File: src/rtl/irq_pend_ctrl.sv
`timescale 1ns/1ps
module irq_pend_ctrl #(
  parameter int NSRC = 4
) (
  input  logic            clk,
  input  logic            rst_n,
  input  logic [NSRC-1:0] evt_i,
  input  logic            wr_en,
  input  logic            wr_sel,
  input  logic [NSRC-1:0] wr_data,
  input  logic            rd_sel,
  output logic [NSRC-1:0] rd_data,
  output logic            irq
);
  localparam logic SEL_PEND = 1'b0;
  localparam logic SEL_EN   = 1'b1;

  logic [NSRC-1:0] pend_q, en_q, clr;

  assign clr     = (wr_en && wr_sel == SEL_PEND) ? wr_data : '0;
  assign rd_data = (rd_sel == SEL_EN) ? en_q : pend_q;

  always_ff @(posedge clk) begin
    if (!rst_n) begin
      pend_q <= '0;
      en_q   <= '0;
      irq    <= 1'b0;
    end else begin
      pend_q <= (pend_q & ~clr) | evt_i;
      if (wr_en && wr_sel == SEL_EN) en_q <= wr_data;
      irq <= |(pend_q & en_q);
    end
  end

  for (genvar i = 0; i < NSRC; i++) begin : g_bit_chk

    set_wins_chk: assert property (@(posedge clk) disable iff (!rst_n)
      evt_i[i] |=> pend_q[i]);

    w0_keeps_chk: assert property (@(posedge clk) disable iff (!rst_n)
      (pend_q[i] && !clr[i]) |=> pend_q[i]);

    w1_clears_chk: assert property (@(posedge clk) disable iff (!rst_n)
      (clr[i] && !evt_i[i]) |=> !pend_q[i]);
  end


  no_irq_disabled_chk: assert property (@(posedge clk) disable iff (!rst_n)
    (en_q == '0) |=> !irq);

  irq_rise_cause_chk: assert property (@(posedge clk) disable iff (!rst_n)
    $rose(irq) |-> $past(pend_q != '0));

  irq_fall_serviced_chk: assert property (@(posedge clk) disable iff (!rst_n)
    $fell(irq) |-> $past(wr_en, 2));
endmodule

File: config.mk
export PLATFORM = sky130hd
export DESIGN_NAME = irq_pend_ctrl
export DESIGN_NICKNAME = d
export VERILOG_FILES = /design/src/rtl/irq_pend_ctrl.sv
export SDC_FILE = /design/constraint.sdc
export NUM_CORES = 1
export LEC_CHECK = 0
export BUFFER_PORTS_ARGS = -buffer_cell sky130_fd_sc_hd__buf_2
export CORE_AREA = 2 2 39 41
export DETAILED_ROUTE_END_ITERATION = 10
export DIE_AREA = 0 0 41 43
export RECOVER_POWER = 25
export SLEW_MARGIN = 0
export SYNTH_ARGS = -nofsm -noshare
export SYNTH_HDL_FRONTEND = slang
export SYNTH_SLANG_ARGS = --single-unit
File: constraint.sdc
create_clock -name clk -period 0.8 [get_ports clk]
set_input_delay 0.04 -clock clk [delete_from_list [all_inputs] [get_ports clk]]
set_output_delay 0.04 -clock clk [all_outputs]
set_load 0.03 [all_outputs]
**Word level (Yosys, flattened, before mapping)**

Cells that the tools add are included.
W data, S select, Z words.

- Mux-type cells: 2
- Bitwise logic cells: 5
- Reduce and logical (&&, ||, !) cells: 3

Operators with widths:

| kind | number |
|---|---|
| $and A4 B4 Y4 | 2 |
| $mux W4 | 2 |
| $not A4 Y4 | 1 |
| $or A4 B4 Y4 | 1 |
| $reduce_or A4 Y1 | 1 |
| $logic_and A1 B1 Y1 | 2 |
| $not A1 Y1 | 1 |

- Output and inout port bits: 5
- Logic and storage cells: 13
- Register bits: 9
- Bits of input ports: 13

**Depth between registers and ports, before layout**

Gate-level depths: netlist of the first run.

- Depth after elaboration: 6
- Depth in mapped cells: 3
- Depth with buffers taken out: 2

**Least setup slack after synthesis of the first run**

No wires, ideal clock.

- Path type: flip-flop to flip-flop
- From: register, netlist name en_q[1]
- To: register en_q[1]
- Library setup time: 115 ps
- Stages on the path, launching flop included: 3
- Slack: 129 ps
- Path buffers: 0
- Arrival: 557 ps
- Required time: 685 ps
- Cell sequence: dfxtp_1 > a21boi_0 > o21a_1

RTL lines:

| element | RTL line | source |
|---|---|---|
| to (signal assigned) | 30 | `if (wr_en && wr_sel == SEL_EN) en_q <= wr_data;` |
| to (decl) | 18 | `logic [NSRC-1:0] pend_q, en_q, clr;` |

**Final worst setup path of the first run**

- From: register pend_q[1]
- To: output rd_data[1]

- Longest elaborated chain between the ends: 1

Ends and longest elaborated chain:

| element | RTL line | source |
|---|---|---|
| from (decl) | 18 |  |
| from (signal assigned) | 29 | `pend_q <= (pend_q & ~clr) \| evt_i;` |
| $mux W4 | 21 | `assign rd_data = (rd_sel == SEL_EN) ? en_q : pend_q;` |
| to (decl) | 12 | `output logic [NSRC-1:0] rd_data,` |

No other way between the ends.

==> impl_metrics.tcl, run 1 <==
set metrics [dict create \
    status "finished with violations" \
    violations "setup timing" \
    final-hold-violation-count 0 \
    wl_met2_um 654 \
    num_antenna_cells 0 \
    gp_congestion 0.672 \
    first_pass_iters 4 \
    overflow 0 \
    avgSynthCellArea_sq_um 9.68 \
    finalSetupViolations 8 \
    grt_use_total_pct 16.0 \
    drv_slew 0 \
    ir_drop_uv 600 \
    yosysWarningCount 0 \
    period_share_pct 127 \
    grt_setup_unrepaired "yes" \
    holdPathEnd "pend_q[2]" \
    grt_max_degree 10 \
    layout_min_cycle_time_ns 1.02 \
    leakagePower_uw 0.000339 \
    numPlacedInstances 74 \
    fin_skew_ns 0.000855 \
    boundaryPins 18 \
    vias 443 \
    highest_layer "met4" \
    synth_cell_type_count 11 \
    routed_wl_mm 1.21 \
    die_w_um 41 \
    drt-initial-drc-count 6 \
    drive_gt1_share_pct 56.2 \
    rr_worst_depth 3 \
    grt_pass1_vias 450 \
    vias_per_cell 4.98 \
    nNetsFinal 87 \
    final_cell_mix "buf_2 (12), dfxtp_2 (8), buf_6 (7)" \
    fin_ws_ns -0.218 \
    utilization_pct 50.1 \
    grt_pass1_wl_mm 1.84 \
    worstSetupPathType "flip-flop to output port" \
    fin_cells 89 \
    core-area_sq_um 1380 \
    start_util_pct 29.4 \
    die_area_sq_um 1760 \
    met1_length_um 478 \
    multiInputGateArea_sq_um 225 \
    arrival_ns 0.98 \
    regToRegEndpoint "irq" \
    cts_sinks 9 \
    num-fill-cells 131 \
    syn_nets 55 \
    worstReg2RegStart "pend_q[2]" \
    rows 14 \
    antenna_left 0 \
    cts_max_path_buffers 2 \
    max_freq_mhz 983 \
    hold_class "input pin to flip-flop" \
    drc 0 \
    critPathMaxFanout 2 \
    htreeDepth 1 \
    worst_slew_pin_slew_ns 0.215 \
    antenna_found_initial 0 \
    layout_commonest_cell "buf_2" \
    max-slew-margin-rel_pct 85.7 \
    synth-seq-cells 9 \
    area_growth_pct 70.5 \
    avgRoutedWirePerCell_um 13.6 \
    seq_area_frac_synth_pct 44.3 \
    clk_latency_ns 0.25 \
    syn-cell-area_sq_um 407 \
    worst-r2r-setup-slack_ns -0.08 \
    cp-start-kind "flip-flop" \
    cellPowerDensity_nw_per_um2 1590 \
    clk_pin_slew_ns 0.06 \
    cp.required_ns 0.76 \
    end_kind "output port" \
    wl_met3_um 60 \
    die_h_um 43 \
    portBuffers 17 \
    netlist_instances 42 \
    cap_violations 0 \
    cts_buffers 3 \
    clockRootBuffer "clkbuf_4" \
    regArea_sq_um 190 \
    whs_path_depth 3 \
    hold_start "evt_i[2]" \
    cts_tree "done" \
]
-- cell families (layout without fill, tap and decap cells) --
group	after synthesis	in the layout	share of synthesized area (%)
AOI/OAI and AO/OA	19	19	31.4
buffers and inverters	5	36	4.92
DFF	9	9	44.3
muxes	4	4	11.1
and+or+nand+nor	5	5	8.31
-- final cells by class --
cell class	instances	area share, %
clock buffer	4	3.79
inverter	4	2.17
multi-input combinational	28	32.5
sequential	9	27.4
tap	16	2.89
timing repair buffer	28	31.2
-- stage by stage --
step | setup TNS [ns] | hold WS (ns) | cell area, sq um | setup slack [ns] | power, uW
floorplan | 0 | 0.140 | 407 | 0.129 | 601
global placement | 0 | 0.240 | 507 | 0.0286 | 669
detailed placement | 0 | 0.243 | 507 | 0.0281 | 671
CTS | -0.971 | 0.0345 | 668 | -0.216 | 1090
global route | -1.31 | 0.0300 | 693 | -0.254 | 1170
finish | -1.05 | 0.0405 | 693 | -0.218 | 1100
-- worst max-delay path, cell delays in order (launching register included) --
cell	delay (ns)
dfxtp_2	0.32
mux2_4	0.27
buf_6	0.14
-- registers in the layout (all words and copies together), names as in the netlist --
| name | count |
|---|---|
| en_q | 4 |
| irq | 1 |
| pend_q | 4 |
-- worst max-delay path by stage --
stage	slack (ns)	from	end
4_1_cts	-0.22	en_q[0]	rd_data[0]
2_1_floorplan	0.13	en_q[1]	en_q[1]
3_5_place_dp	0.03	en_q[3]	rd_data[3]
3_3_place_gp	0.03	en_q[3]	rd_data[3]
6_report	-0.22	pend_q[1]	rd_data[1]
5_1_grt	-0.25	pend_q[3]	rd_data[3]
-- per-layer routing --
layer / vias to the layer above / GRT usage, %
met2: 14 / 26.9
met4: 0 / 10.0
met5: - / 0
li1: 218 / -
met1: 209 / 16.8
met3: 2 / 3.14
-- cells in the mapped netlist (all sizes together) --
cell | count | area [sq um]
o21ai | 4 | 20.0
inv | 4 | 15.0
a22oi | 2 | 15.0
a21boi | 5 | 37.5
nor2b | 1 | 8.76
and3 | 4 | 25.0
o21a | 4 | 30.0
dfxtp | 9 | 180
mux2 | 4 | 45.0
a31oi | 4 | 25.0
buf | 1 | 5.00
-- report_power, final --
group,switching (uW),internal (uW)
clock,142,191
combinational,124,148
sequential,15.5,480
total,282,819
-- what timing repair did --
action / CTS / global route
resized for setup: 19 / 14
endpoints found under the hold margin: 4 / 0
pin swaps: 0 / 2
buffers inserted: 7 / 0
endpoints found under the setup margin: 4 / 12
hold buffers: 4 / 0
(Power assumes the default switching activity.)
==> inputs of run 2 (changes only) <==
CORE_AREA = 4 4 41 43   (was 2 2 39 41)
DIE_AREA = 0 0 45 47   (was 0 0 41 43)
MAX_ROUTING_LAYER = met4   (was default)
==> impl_metrics.tcl, run 2 (synthesized netlist as in run 1, its figures left out) <==
set metrics [dict create \
    num_antenna_cells 0 \
    status "finished with violations" \
    p_seq_share_pct 43.9 \
    max_stage_delay_ns 0.33 \
    drive_gt1_share_pct 56.2 \
    htreeDepth 1 \
    pre_cts_slack_ns 0.0265 \
    drv_slew 0 \
    gp_congestion 0.763 \
    drc 0 \
    arrival_ns 1.01 \
    nNetsFinal 87 \
    clockRootBuffer "clkbuf_4" \
    grt_max_degree 10 \
    biggestRegsByFlops "en_q x4, pend_q x4, irq x1" \
    cts_tree "done" \
    cts_sinks 9 \
    tns_ns -1.13 \
    layout_commonest_cell "buf_2" \
    cts_buffers 3 \
    rr_worst_depth 3 \
    utilization_pct 53.8 \
    rows 13 \
    dp_hpwl_um 695 \
    routed_wl_mm 1.23 \
    vias_per_cell 5.11 \
    avgRoutedWirePerCell_um 14.0 \
    die_w_um 45 \
    crit_path_top_delay_cell "dfxtp_2" \
    overflow 0 \
    worstSetupPathType "flip-flop to output port" \
    numPlacedInstances 73 \
    die_h_um 47 \
    clk_pin_slew_ns 0.07 \
    die_area_sq_um 2120 \
    drt-initial-drc-count 4 \
    cp.required_ns 0.76 \
    final_cell_mix "buf_2 (12), buf_6 (9), dfxtp_2 (7)" \
    final-hold-violation-count 0 \
    cp-start-kind "flip-flop" \
    clkPwrFrac_pct 32.2 \
    antenna_left 0 \
    grt_use_total_pct 14.0 \
    hold_class "input pin to flip-flop" \
    boundaryPins 18 \
    whs_ns 0.0167 \
    area_growth_pct 72.3 \
    num-fill-cells 119 \
    grt_pass1_wl_mm 1.98 \
    antenna_found_initial 0 \
    period_share_pct 132 \
    cap_violations 0 \
    whs_path_depth 3 \
    sw_frac_of_total_pct 28.4 \
    layout_min_cycle_time_ns 1.05 \
    max_freq_mhz 950 \
    violations "setup timing" \
    ir_drop_uv 874 \
    clk_latency_ns 0.27 \
    fin_skew_ns 0.00936 \
    critPathMaxFanout 3 \
    start_util_pct 31.3 \
    fin_ws_ns -0.252 \
    finalSetupViolations 8 \
    cts_max_path_buffers 2 \
    portBuffers 17 \
    end_kind "output port" \
    cellPowerDensity_nw_per_um2 1620 \
    first_pass_iters 3 \
    internal_power_uw 814 \
    max-slew-margin-rel_pct 86.6 \
    switching_power_uw 322 \
    leakagePower_uw 0.000343 \
    grt_pass1_vias 461 \
    worst_slew_pin_slew_ns 0.200 \
    combPwrFrac_pct 23.9 \
    vias 450 \
    crit_chain "mux2_4 > buf_6" \
    core-area_sq_um 1300 \
    fin_cells 88 \
    grt_setup_unrepaired "yes" \
]
## run 2: cell type report
class | instances | area, sq um | area share [%]
Tap cell | 15 | 18.8 | 2.68
Clock inverter | 1 | 5.00 | 0.714
Clock buffer | 3 | 22.5 | 3.21
Sequential cell | 9 | 189 | 27.0
Multi-Input combinational cell | 28 | 226 | 32.3
Inverter | 4 | 15.0 | 2.14
Timing Repair Buffer | 28 | 224 | 32.0
## run 2: layer usage
metal  track usage, %  part of all wire (%)  vias up
li1                 -                     -      219
met1             14.2                    40      212
met2             24.9                    52       15
met3             2.30                   6.1        4
met4             8.77                   1.9        0
met5                -                     0        -
## run 2: worst paths after layout
path | slack, ns | start | end
hold reg to reg | 0.58 | pend_q[2] | irq
hold / removal | 0.02 | evt_i[3] | pend_q[3]
setup / recovery | -0.25 | pend_q[2] | rd_data[2]
setup reg to reg | -0.04 | en_q[3] | en_q[3]
## run 2: repair_timing
action | in CTS | in global routing
hold endpoints to repair | 4 | 0
cloned | 0 | 0
hold buffers | 4 | 0
endpoints found under the setup margin | 5 | 11
pin swaps | 0 | 4
gates resized for setup | 22 | 12
buffers inserted | 6 | 1
## run 2: worst max-delay path: cells and delay by family (launching register included)
family                 cells  cell delay (ns)
flip-flops                 1             0.33
buffers and inverters      1             0.14
multiplexers               1             0.27
## run 2: power groups by stage
stage / clock network (uW) / registers [uW] / logic [uW]
global placement: 0 / 502 / 168
global route: 382 / 502 / 291
finish: 366 / 499 / 272
detailed placement: 0 / 504 / 169
CTS: 368 / 495 / 249
floorplan: 0 / 502 / 98.8
## run 2: metrics by stage
stage	area (sq um)	power (uW)
6_report	701	1140
2_1_floorplan	407	601
4_1_cts	672	1110
3_3_place_gp	505	671
3_5_place_dp	505	672
5_1_grt	701	1180
==> inputs of run 3 (changes only) <==
CTS_CLUSTER_SIZE = 10   (was default)
PLACE_DENSITY = 0.62   (was default)
==> impl_metrics.tcl, run 3 (synthesized netlist as in run 1, its figures left out) <==
set metrics [dict create \
    status "finished with violations" \
    violations "setup timing" \
    fin_ws_ns -0.250 \
    cp.required_ns 0.76 \
    max_freq_mhz 952 \
    drv_slew 0 \
    rows 13 \
    worstSetupPathType "flip-flop to output port" \
    core-area_sq_um 1300 \
    overflow 0 \
    grt_pass1_wl_mm 2.04 \
    stdcell_area_sq_um 699 \
    portBuffers 17 \
    cts_buffers 3 \
    pre_cts_slack_ns 0.0172 \
    die_area_sq_um 2120 \
    whs_ns 0.0202 \
    numPlacedInstances 73 \
    max-slew-margin-rel_pct 84.7 \
    cts_sinks 9 \
    cap_violations 0 \
    drc 0 \
    start_util_pct 31.3 \
    layout_commonest_cell "buf_2" \
    grt_pass1_vias 464 \
    nNetsFinal 87 \
    hold_class "input pin to flip-flop" \
    grt_use_total_pct 14.3 \
    num_antenna_cells 0 \
    boundaryPins 18 \
    final-hold-violation-count 0 \
    tns_ns -1.22 \
    biggestRegsByFlops "en_q x4, pend_q x4, irq x1" \
    avgRoutedWirePerCell_um 14.4 \
    final_cell_mix "buf_2 (12), dfxtp_2 (8), buf_4 (6), buf_6 (6)" \
    die_h_um 47 \
    gp_congestion 0.626 \
    max_stage_delay_ns 0.33 \
    drive_gt1_share_pct 60.3 \
    cellPowerDensity_nw_per_um2 1640 \
    layout_min_cycle_time_ns 1.05 \
    end_kind "output port" \
    htreeDepth 1 \
    drt-initial-drc-count 2 \
    dp_hpwl_um 694 \
    critPathMaxFanout 2 \
    fin_cells 88 \
    fin_skew_ns 0.00781 \
    arrival_ns 1.01 \
    antenna_left 0 \
    routed_wl_mm 1.27 \
    clockRootBuffer "clkbuf_4" \
    leakagePower_uw 0.000341 \
    worst_slew_pin_slew_ns 0.228 \
    crit_path_top_delay_cell "dfxtp_2" \
    clk_pin_slew_ns 0.07 \
    antenna_found_initial 0 \
    place_area_sq_um 505 \
    first_pass_iters 4 \
    cp-start-kind "flip-flop" \
    vias_per_cell 4.99 \
    cts_tree "done" \
    area_growth_pct 72.0 \
    finalSetupViolations 9 \
    grt_max_degree 10 \
    ir_drop_uv 917 \
    clk_latency_ns 0.27 \
    worst-r2r-setup-slack_ns -0.09 \
    vias 439 \
    die_w_um 45 \
    crit_chain "mux2_4 > buf_6" \
    cts_max_path_buffers 2 \
    grt_setup_unrepaired "yes" \
    period_share_pct 131 \
]
run 3: final cells by class:
| type | count | area, sq um |
|---|---|---|
| repair buffers | 28 | 213 |
| clock inverters | 1 | 5.00 |
| flip-flops and latches | 9 | 190 |
| multi-input cells | 28 | 235 |
| well taps | 15 | 18.8 |
| fillers | 119 | 602 |
| inverters | 4 | 15.0 |
| clock buffers | 3 | 22.5 |
run 3: per-stage QoR:
step	util (%)	total power, uW
2_1_floorplan	-	601
3_3_place_gp	38.8	672
3_5_place_dp	38.8	673
4_1_cts	50.7	1110
5_1_grt	53.8	1190
6_report	53.8	1150
run 3: repair_timing:
action / 4_1_cts / 5_1_grt
pin swaps: 0 / 5
hold endpoints to repair: 4 / 0
setup endpoints to repair: 5 / 9
hold buffers: 4 / 0
resized for setup: 19 / 13
setup buffers: 6 / 1
run 3: worst paths after layout:
check | cells past startpoint | from | endpoint
max reg2reg | 4 | pend_q[2] | irq
min | 3 | evt_i[3] | pend_q[3]
max | 2 | pend_q[1] | rd_data[1]
min reg2reg | 2 | en_q[3] | irq
run 3: worst max-delay path: cells and delay by family, from the launching register on:
family | cells | cell delay (ns)
muxes | 1 | 0.27
buffers and inverters | 1 | 0.14
DFF | 1 | 0.33
run 3: routing by layer:
| layer | global-route usage, % | up-vias | part of all wire (%) | wire length (um) |
|---|---|---|---|---|
| li1 | - | 217 | - | - |
| met1 | 16.3 | 203 | 45 | 569 |
| met2 | 23.2 | 17 | 47 | 601 |
| met3 | 3.45 | 2 | 6.5 | 83 |
| met4 | 7.02 | 0 | 1.3 | 16 |
| met5 | - | - | 0 | 0 |
run 3: power breakdown:
part           switching, uW  internal, uW  total, uW
clock                    184           185        369
combinational            129           152        280
sequential              17.7           480        498
